**config.mk**
```make
export PLATFORM = sky130hd
export DESIGN_NAME = conv_ctrl_bank
export DESIGN_NICKNAME = d
export VERILOG_FILES = /design/src/rtl/ccr_pkg.sv /design/src/rtl/ccr_regbank.sv /design/src/rtl/ccr_calseq.sv /design/src/rtl/ccr_override.sv /design/src/rtl/conv_ctrl_bank.sv
export SDC_FILE = /design/constraint.sdc
export NUM_CORES = 1
export LEC_CHECK = 0
export BUFFER_PORTS_ARGS = -buffer_cell sky130_fd_sc_hd__buf_2
export CAP_MARGIN = 15
export CORE_UTILIZATION = 33
export CTS_CLUSTER_DIAMETER = 120
export DETAILED_ROUTE_END_ITERATION = 16
export GPL_ROUTABILITY_DRIVEN = 0
export PLACE_DENSITY = 0.54
export SETUP_SLACK_MARGIN = 0.1
export SKIP_CTS_REPAIR_TIMING = 1
export SLEW_MARGIN = 5
export SYNTH_ARGS = -nofsm -noshare
export SYNTH_HDL_FRONTEND = slang
export SYNTH_SLANG_ARGS = --single-unit
```
**constraint.sdc**
```tcl
create_clock -name clk -period 2.1 [get_ports clk]
set_input_delay 0 -clock clk [delete_from_list [all_inputs] [get_ports clk]]
set_output_delay 0 -clock clk [all_outputs]
set_load 0.02 [all_outputs]
```
**src/rtl/ccr_pkg.sv**
```systemverilog
package ccr_pkg;

    localparam int DATA_W = 12;
    localparam int ADDR_W = 3;

    localparam logic [ADDR_W-1:0] ADDR_MODE = 3'b000;
    localparam logic [ADDR_W-1:0] ADDR_OFFS = 3'b010;
    localparam logic [ADDR_W-1:0] ADDR_GAIN = 3'b011;

    localparam int DECIM_BIT = 0;
    localparam int DEMUX_LSB = 1;
    localparam int DEMUX_W   = 2;
    localparam int CODE_BIT  = 3;
    localparam int CMODE_LSB = 10;
    localparam int CMODE_W   = 2;

    localparam logic [DATA_W-1:0]  MODE_RST     = 12'hC00;
    localparam logic [DEMUX_W-1:0] DEMUX_ONE    = '0;
    localparam logic [CMODE_W-1:0] CMODE_MANUAL = '0;

    typedef struct packed {
        logic [DATA_W-1:0] mode;
        logic [DATA_W-1:0] offs;
        logic [DATA_W-1:0] gain;
    } regs_t;

    typedef struct packed {
        logic busy;
    } cal_state_t;

endpackage

```
**src/rtl/ccr_regbank.sv**
```systemverilog
module ccr_regbank
    import ccr_pkg::*;
(
    input  logic              clk,
    input  logic              rst_n,
    input  logic              wr_en_i,
    input  logic [ADDR_W-1:0] wr_addr_i,
    input  logic [DATA_W-1:0] wr_data_i,
    input  logic              lock_i,
    output regs_t             regs_o
);

    regs_t regs_d, regs_q;
    logic  wr_ok;

    always_comb begin
        regs_d = regs_q;
        wr_ok  = wr_en_i && !lock_i;
        if (wr_ok) begin
            case (wr_addr_i)
                ADDR_MODE: regs_d.mode = wr_data_i;
                ADDR_OFFS: regs_d.offs = wr_data_i;
                ADDR_GAIN: regs_d.gain = wr_data_i;
                default:   regs_d      = regs_q;
            endcase
        end
    end

    always_ff @(posedge clk or negedge rst_n) begin
        if (!rst_n) begin
            regs_q.mode <= MODE_RST;
            regs_q.offs <= '0;
            regs_q.gain <= '0;
        end else begin
            regs_q <= regs_d;
        end
    end

    assign regs_o = regs_q;

endmodule

```
**src/rtl/ccr_calseq.sv**
```systemverilog
module ccr_calseq
    import ccr_pkg::*;
(
    input  logic clk,
    input  logic rst_n,
    input  logic start_i,
    input  logic done_i,
    output logic busy_o
);

    cal_state_t st_d, st_q;

    always_comb begin
        st_d = st_q;
        if (!st_q.busy) begin
            if (start_i) st_d.busy = 1'b1;
        end else begin
            if (done_i) st_d.busy = 1'b0;
        end
    end

    always_ff @(posedge clk or negedge rst_n) begin
        if (!rst_n) st_q <= '0;
        else        st_q <= st_d;
    end

    assign busy_o = st_q.busy;

endmodule

```
**src/rtl/ccr_override.sv**
```systemverilog
module ccr_override
    import ccr_pkg::*;
(
    input  regs_t              regs_i,
    input  logic               busy_i,
    input  logic               single_chan_i,
    output logic               decim_o,
    output logic [DEMUX_W-1:0] demux_o,
    output logic               gray_o,
    output logic               manual_o,
    output logic [DATA_W-1:0]  offset_o,
    output logic [DATA_W-1:0]  gain_o
);

    logic unused_mode_bits;
    assign unused_mode_bits = ^regs_i.mode[CMODE_LSB-1:CODE_BIT+1];

    always_comb begin
        if (busy_i) begin
            decim_o = 1'b1;
            demux_o = DEMUX_ONE;
            gray_o  = 1'b0;
        end else begin
            decim_o = regs_i.mode[DECIM_BIT];
            demux_o = regs_i.mode[DEMUX_LSB +: DEMUX_W];
            gray_o  = regs_i.mode[CODE_BIT];
        end
        manual_o = (regs_i.mode[CMODE_LSB +: CMODE_W] == CMODE_MANUAL);
        offset_o = manual_o ? regs_i.offs : '0;
        gain_o   = (manual_o && !single_chan_i) ? regs_i.gain : '0;
    end

endmodule

```
**src/rtl/conv_ctrl_bank.sv**
```systemverilog
module conv_ctrl_bank
    import ccr_pkg::*;
(
    input  logic              clk,
    input  logic              rst_n,
    input  logic              wr_en_i,
    input  logic [2:0]        wr_addr_i,
    input  logic [11:0]       wr_data_i,
    input  logic              calib_start_i,
    input  logic              calib_done_i,
    input  logic              single_chan_i,
    output logic              calib_busy_o,
    output logic              decim_o,
    output logic [1:0]        demux_o,
    output logic              gray_o,
    output logic              comp_manual_o,
    output logic [11:0]       offset_o,
    output logic [11:0]       gain_o
);

    regs_t regs_q;
    logic  busy_q;

    ccr_calseq u_calseq (
        .clk     (clk),
        .rst_n   (rst_n),
        .start_i (calib_start_i),
        .done_i  (calib_done_i),
        .busy_o  (busy_q)
    );

    ccr_regbank u_regbank (
        .clk       (clk),
        .rst_n     (rst_n),
        .wr_en_i   (wr_en_i),
        .wr_addr_i (wr_addr_i),
        .wr_data_i (wr_data_i),
        .lock_i    (busy_q),
        .regs_o    (regs_q)
    );

    ccr_override u_override (
        .regs_i        (regs_q),
        .busy_i        (busy_q),
        .single_chan_i (single_chan_i),
        .decim_o       (decim_o),
        .demux_o       (demux_o),
        .gray_o        (gray_o),
        .manual_o      (comp_manual_o),
        .offset_o      (offset_o),
        .gain_o        (gain_o)
    );

    assign calib_busy_o = busy_q;

endmodule

```
== Yosys cells after proc, flatten, opt, wreduce, memory -nomap -nowiden ==
Index checks and enable logic that the tools add are counted.

* Output and inout port bits: 30
* Input port bits: 21
* Register bits after elaboration: 37
* Word-level logic and storage cells: 23

* Reduce and logical (&&, ||, !) cells: 9
* Mux-type cells: 8
* Equal/unequal tests: 2

{| class="wikitable"
|+ Operator list
! cell !! count
|-
| $mux W12 || 2
|-
| $eq A3 B2 Y1 const B || 2
|-
| $reduce_and A2 Y1 || 3
|-
| $mux W1 || 5
|-
| $logic_not A3 Y1 || 1
|-
| $logic_and A1 B1 Y1 || 2
|-
| $logic_not A1 Y1 || 2
|-
| $logic_not A2 Y1 || 1
|-
| $mux W2 || 1
|}

== Logic depth before layout (Yosys ltp) ==
Gate-level depths: netlist (run 1).

* Depth in word-level cells: 3
* Gate-level depth with buffers: 4
* Gate-level depth less buffers: 3

== Cells and area by module ==
Synthesis (run 1) repeated with hierarchy kept, for this count alone.

* Cell total of the unflattened synthesis: 119
* Area, all modules: 1,785.5 um2

{| class="wikitable"
|+ Modules (own cells, without submodules)
! module !! area an instance (um2) !! cells an instance !! sequential area each (um2) !! times used
|-
| ccr_regbank || 1,410.1 || 80 || 903.4 || 1
|-
| ccr_override || 336.6 || 36 || 0.0 || 1
|-
| ccr_calseq || 38.8 || 3 || 25.0 || 1
|}

== Worst setup path before layout (run 1) ==
OpenSTA, ideal clock, no wires.

* Kind: flip-flop to flip-flop
* From: register u_calseq.st_q, in the netlist u_calseq.busy_o
* To: register u_regbank.regs_o[24] (netlist name)
* Path slack: 0.489 ns
* Library setup time: 0.125 ns
* Arrival time: 1.486 ns
* Cell stages (with the launch flop): 4
* Clock period less this slack: 1.611 ns
* Required time: 1.975 ns
* Path buffers: 1
* Cell sequence: dfrtp_1 > or4_1 > buf_6 > mux2_4

* Cells in the longest elaborated chain, start to end: 3

{| class="wikitable"
|+ Ends and longest elaborated chain
! item !! line !! source
|-
| start: declaration || ccr_calseq.sv:11 || <nowiki>cal_state_t st_d, st_q;</nowiki>
|-
| start signal: assignment || ccr_calseq.sv:24 || <nowiki>else st_q <= st_d;</nowiki>
|-
| $logic_not A1 Y1 || ccr_regbank.sv:18 || <nowiki>wr_ok = wr_en_i && !lock_i;</nowiki>
|-
| $logic_and A1 B1 Y1 || ccr_regbank.sv:18 ||
|-
| $reduce_and A2 Y1 (no source line) || - ||
|}

Every way passes these cells.
A chain may end at the register's enable or synchronous reset.

== Worst setup path after layout (run 1) ==
* From: register u_calseq.st_q, in the netlist u_calseq.busy_o
* To: register u_regbank.regs_o[26] (netlist name)

* Cells in the longest elaborated chain, start to end: 3

{| class="wikitable"
|+ Ends and longest elaborated chain
! item !! line
|-
| $logic_not A1 Y1 || ccr_regbank.sv:18
|-
| $logic_and A1 B1 Y1 || ccr_regbank.sv:18
|-
| $reduce_and A2 Y1 (no source line) || -
|}

Every way passes these cells.

==> metrics.txt, run 1 <==
most area-hungry cell type in the Yosys netlist=dfrtp_1; proportion of netlist area held by the largest area contributor=0.497; final worst path period share=0.803; Die Outline Area=4690 um2; cell type of the slowest stage on the worst timing path=or4_1; number of setup violations in the final report=0; PortBufs=50; initial cell density of the core=0.355; initial detailed-routing violation count=85; Vert. Die Dim=68.5 um; clock period minus worst slack=1.69 ns; Crit. End Element=register; first-pass iteration count of the detailed router=2; Leak=1.06 nW; clock sink total=31; IR Drop Worst-Case VDD=590 uV; Synthesis Warnings=0; status=completed; number of global-route vias before repair=942; max_cap viols=0; cell count after placement=201; Reg power frac=0.428; root buffer cell=clkbuf_8; Horiz. Die Dim=68.5 um; number of library cell types mapped by synthesis=19; global-route wire length before repair=4670 um; Bufs and invs on worst path=0; net count after synthesis=124; net switching power figure=0.582 mW; Vias=1,023; startpoint of the lowest-slack register-to-register path=u_calseq.busy_o$_DFF_PN0_; Final Hold Vio Count=0; Critical Setup Path Class=register to register; post-detailed-route count of antenna-violating nets=0; floorplan row count=23; Post-Synthesis Mean Instance Area=14.2 um2; internal power consumption=1.39 mW; number of design rule violations left after detail routing=0; netlist area before placement=1460 um2; number of pins exceeding their max-slew limit in the final report=0; critical path data arrival time=1.86 ns; number of clock buffers inserted by TritonCTS=5; HP Class=input port to asynchronous set/reset pin; ys async rst share=1.00; fraction of layout cells with a size suffix above 1=0.563; dominant synthesized flop cell=dfrtp_1; total track usage=0.147; number of antenna violations at the first check in global routing=0; critical path, cell by cell=or4_1 > mux2_4; RSZ-0062 raised after global routing=false; Required @ worst endpoint=2.27 ns; Max Freq=0.593 GHz; measured slew at the worst slew-check pin=0.684 ns; largest cells by area after synthesis=dfrtp_1 (50%), mux2_4 (16%), mux2_2 (11%), and2_1 (10%), dfstp_2 (3.6%); r2r worst-path depth=2; Post-synth top cells=dfrtp_1 (29), and2_1 (24), mux2_4 (16), mux2_2 (14), and2b_2 (3); setup clock skew after layout=0.00474 ns; CP max FO=8; residual overflow from global routing=0; clock network fraction of total power=0.259; Synth Instances=103; number of nets in the layout=194; Core ar.=4120 um2; end of the worst register-to-register path=u_regbank.regs_o[26]$_DFFE_PN0P_; crit start category=register; routed length per placed instance=13.8 um; switching fraction of total power=0.295; largest buffer count on any clock path=2; reg-to-reg slack, setup=0.41 ns; Cell Pwr Density=981 nW/um2; # IOs=51; Combinational Power Share=0.314; most common cell in the netlist=dfrtp_1; n_diodes=0; number of enable flip-flop cells after synthesis=0; worst relative slew slack=0.544; pin count of the biggest net entering global routing=32; hpwl dp=2090 um; total wirelength of the detailed-routed design=3100 um; #FFs+latches synth=31; Clk Latency, worst-skew pair=0.28 ns; Clock H-tree levels=2; crit-path leading delay family=simple AND/OR/NAND/NOR gates; delay of the slowest cell on the worst path=0.75 ns; TritonCTS clock tree=done; summed negative setup slack over all endpoints=0 ns; number of standard cells in the layout, taps in and fillers out=224; sequential fraction of the synthesis area=0.533; growth of design area from synthesis to finish=37.7%; Via-to-Cell Ratio=4.57; clk slew on worst S/H paths=0.06 ns
[layer usage]
layer	up-vias	share of wire	GRT usage
li1	486	-	-
met1	493	0.47	0.184
met2	42	0.45	0.217
met3	2	0.077	0.0740
met4	0	0.0036	0.0469
met5	-	0	0
[final cells by class]
type / count / area [um2]
clock buffers: 8 / 100
fillers: 384 / 2110
inverters: 1 / 3.75
multi-input cells: 66 / 642
flip-flops and latches: 31 / 778
well taps: 50 / 62.6
repair buffers: 68 / 423
[power by group through the flow]
stage	combinational [mW]	clock (mW)	sequential [mW]
after detailed placement	0.602	0	0.853
after CTS	0.604	0.529	0.844
after global routing	0.676	0.565	0.860
after global placement	0.594	0	0.845
after floorplan	0.430	0	0.826
final	0.619	0.510	0.844
[layout by cell type (no fill, tap or decap), types with 2 or more instances in the layout]
cell type and instances:
buf_4 3, and2b_2 3, mux2_4 16, dfrtp_1 29, mux2_2 14, clkbuf_8 7
dfstp_2 2, and2_1 24, dlygate4sd3_1 15, buf_2 50
[kinds of logic after synthesis]
group	share of synthesized area
flops	0.533
mux	0.280
simple gates	0.160
buf+inv	0.0266
[flip-flops by register name, summed over array words and instances (netlist names)]
register and count:
u_calseq.busy_o 1, u_regbank.regs_o 30
[per-stage QoR]
| step | hold slack (ns) | instance area, um2 | total power, mW | setup WS (ns) | utilization |
|---|---|---|---|---|---|
| floorplan | -0.296 | 1460 | 1.26 | 0.489 | - |
| global placement | 0.0815 | 1760 | 1.44 | 0.471 | 0.427 |
| detailed placement | 0.0826 | 1760 | 1.45 | 0.422 | 0.427 |
| CTS | -0.222 | 1860 | 1.98 | 0.414 | 0.452 |
| global route | 0.348 | 2010 | 2.10 | 0.361 | 0.488 |
| finish | 0.293 | 2010 | 1.97 | 0.413 | 0.488 |
[worst max path at each step]
stage | endpoint | slack, ns | depth (start not counted) | start
finish | u_regbank.regs_o[26]$_DFFE_PN0P_ | 0.41 | 2 | u_calseq.busy_o$_DFF_PN0_
CTS | u_regbank.regs_o[26]$_DFFE_PN0P_ | 0.41 | 2 | u_calseq.busy_o$_DFF_PN0_
detailed placement | u_regbank.regs_o[25]$_DFFE_PN0P_ | 0.42 | 2 | u_calseq.busy_o$_DFF_PN0_
floorplan | u_regbank.regs_o[24]$_DFFE_PN0P_ | 0.49 | 3 | u_calseq.busy_o$_DFF_PN0_
global placement | u_regbank.regs_o[26]$_DFFE_PN0P_ | 0.47 | 2 | u_calseq.busy_o$_DFF_PN0_
global route | u_regbank.regs_o[24]$_DFFE_PN0P_ | 0.36 | 2 | u_calseq.busy_o$_DFF_PN0_
Note: power is estimated with default switching activity, not from simulation.
==> inputs of run 2 (changes only) <==
--- a/config.mk
+++ b/config.mk
@@ -11,7 +11,7 @@
 export CTS_CLUSTER_DIAMETER = 120
 export DETAILED_ROUTE_END_ITERATION = 16
 export GPL_ROUTABILITY_DRIVEN = 0
-export PLACE_DENSITY = 0.54
+export PLACE_DENSITY = 0.56
 export SETUP_SLACK_MARGIN = 0.1
 export SKIP_CTS_REPAIR_TIMING = 1
 export SLEW_MARGIN = 5
==> constraint.sdc (replaced) <==
create_clock -name clk -period 1.5 [get_ports clk]
set_input_delay 0 -clock clk [delete_from_list [all_inputs] [get_ports clk]]
set_output_delay 0 -clock clk [all_outputs]
set_load 0.02 [all_outputs]
==> run 2 against run 1 <==
  * The flow now finishes with violations (hold timing)
  * Sequential share of layout area decreased by 2.7 points
  * Clock skew decreased by 0.0028 ns
  * Clock power up 15%
  * Critical path depth grew 1
  * Worst setup slack worse by 0.40 ns
  * Wire length increased by 3.4%
  * Combinational power increased by 61%
  * Via count up 1.1%
  * Critical path type unchanged
==> metrics.txt, run 2 (same netlist as run 1, synthesis figures left out) <==
Vert. Die Dim=68.5 um; violated checks=hold timing; residual overflow from global routing=0; number of nets in the layout=197; startpoint of the lowest-slack register-to-register path=u_calseq.busy_o$_DFF_PN0_; TritonCTS clock tree=done; Filler Cell Count=366; Final Hold Vio Count=1; summed negative setup slack over all endpoints=0 ns; clock sink total=31; hpwl dp=2180 um; r2r worst-path depth=3; critical path, cell by cell=or4_4 > buf_6 > mux2_4; RSZ-0062 raised after global routing=true; clk slew on worst S/H paths=0.06 ns; clock network fraction of total power=0.211; cell type of the slowest stage on the worst timing path=or4_4; Die Outline Area=4690 um2; reg-to-reg slack, setup=0.01 ns; delay of the slowest cell on the worst path=0.50 ns; Max Freq=0.672 GHz; root buffer cell=clkbuf_8; switching fraction of total power=0.295; cell count of the worst hold path=2; initial cell density of the core=0.355; initial detailed-routing violation count=34; number of clock buffers inserted by TritonCTS=5; HP Class=input port to register; number of antenna violations at the first check in global routing=0; final hold slack=-0.000748 ns; Worst Hold Launch=wr_data_i[2]; number of standard cells in the layout, taps in and fillers out=226; floorplan row count=23; largest buffer count on any clock path=2; fraction of layout cells with a size suffix above 1=0.636; # IOs=51; CP max FO=4; area used by multi-input combinational logic=727 um2; critical path data arrival time=1.65 ns; end of the worst register-to-register path=u_regbank.regs_o[26]$_DFFE_PN0P_; measured slew at the worst slew-check pin=0.687 ns; crit-path leading delay family=simple AND/OR/NAND/NOR gates; Reg power frac=0.431; crit start category=register; IR Drop Worst-Case VDD=583 uV; final worst path period share=0.992; cell area after layout=2170 um2; commonest non-fill, non-tap cell in the layout=buf_2; post-detailed-route count of antenna-violating nets=0; Hold Path End=u_regbank.regs_o[14]$_DFFE_PN0P_; worst relative slew slack=0.542; growth of design area from synthesis to finish=48.5%; Clock H-tree levels=2; Combinational Power Share=0.358; Core ar.=4120 um2; status=finished, violations left; total track usage=0.146; Critical Setup Path Class=register to register; Required @ worst endpoint=1.66 ns; Via-to-Cell Ratio=4.58; number of pins exceeding their max-slew limit in the final report=0; Leak=1.14 nW; number of flip-flops in the largest register=30; post-place instance area=1790 um2; Clk Latency, worst-skew pair=0.27 ns; Vias=1,034; max_cap viols=0; Crit. End Element=register; routed length per placed instance=14.2 um; Horiz. Die Dim=68.5 um; n_diodes=0; number of global-route vias before repair=974; internal power consumption=1.96 mW; number of design rule violations left after detail routing=0; clock period minus worst slack=1.49 ns; first-pass iteration count of the detailed router=4; most frequent cells in the layout=buf_2 (38), dfrtp_1 (28), mux2_4 (26), and2_1 (18), buf_6 (15); number of setup violations in the final report=0; Bufs and invs on worst path=1; Cell Pwr Density=1280 nW/um2; setup clock skew after layout=0.00193 ns; total wirelength of the detailed-routed design=3200 um; pin count of the biggest net entering global routing=32; cell count after placement=205; net switching power figure=0.820 mW; PortBufs=50; register area=779 um2; global-route wire length before repair=4710 um
run 2: metal layers:
layer  wire [um]  track usage  share of wire  up-vias
li1            -            -              -      492
met5           0            0              0        -
met1        1580        0.190           0.49      488
met2        1360        0.216           0.42       50
met4          42       0.0703          0.013        0
met3         225       0.0477          0.070        4
run 2: how the worst max path moves through the flow:
stage                                          start                          endpoint  cells after the start
floorplan                  u_calseq.busy_o$_DFF_PN0_  u_regbank.regs_o[14]$_DFFE_PN0P_                      4
CTS                 u_regbank.regs_o[35]$_DFFE_PN1P_                       offset_o[1]                      3
detailed placement         u_calseq.busy_o$_DFF_PN0_  u_regbank.regs_o[19]$_DFFE_PN0P_                      3
global placement           u_calseq.busy_o$_DFF_PN0_  u_regbank.regs_o[26]$_DFFE_PN0P_                      3
global route               u_calseq.busy_o$_DFF_PN0_  u_regbank.regs_o[27]$_DFFE_PN0P_                      3
finish                     u_calseq.busy_o$_DFF_PN0_  u_regbank.regs_o[26]$_DFFE_PN0P_                      3
run 2: power groups by stage:
| stage | Clock, mW | Combinational (mW) | Sequential, mW |
|---|---|---|---|
| after floorplan | 0 | 0.603 | 1.16 |
| after global placement | 0 | 0.831 | 1.19 |
| after detailed placement | 0 | 0.845 | 1.19 |
| after CTS | 0.614 | 0.851 | 1.17 |
| after global routing | 0.656 | 1.08 | 1.22 |
| final | 0.585 | 0.994 | 1.20 |
run 2: area by class of cell:
class,instances,share of cell area
Clock buffer,7,0.0352
Sequential cell,31,0.360
Tap cell,50,0.0289
Inverter,1,0.00173
Timing Repair Buffer,70,0.239
Multi-Input combinational cell,67,0.336
run 2: stage by stage:
stage | utilization | total power, mW | worst slack (ns)
6_report | 0.526 | 2.77 | 0.0119
3_5_place_dp | 0.435 | 2.03 | -0.00950
2_1_floorplan | - | 1.76 | -0.0605
3_3_place_gp | 0.435 | 2.02 | 0.0236
5_1_grt | 0.526 | 2.96 | -0.0179
4_1_cts | 0.454 | 2.64 | -0.143
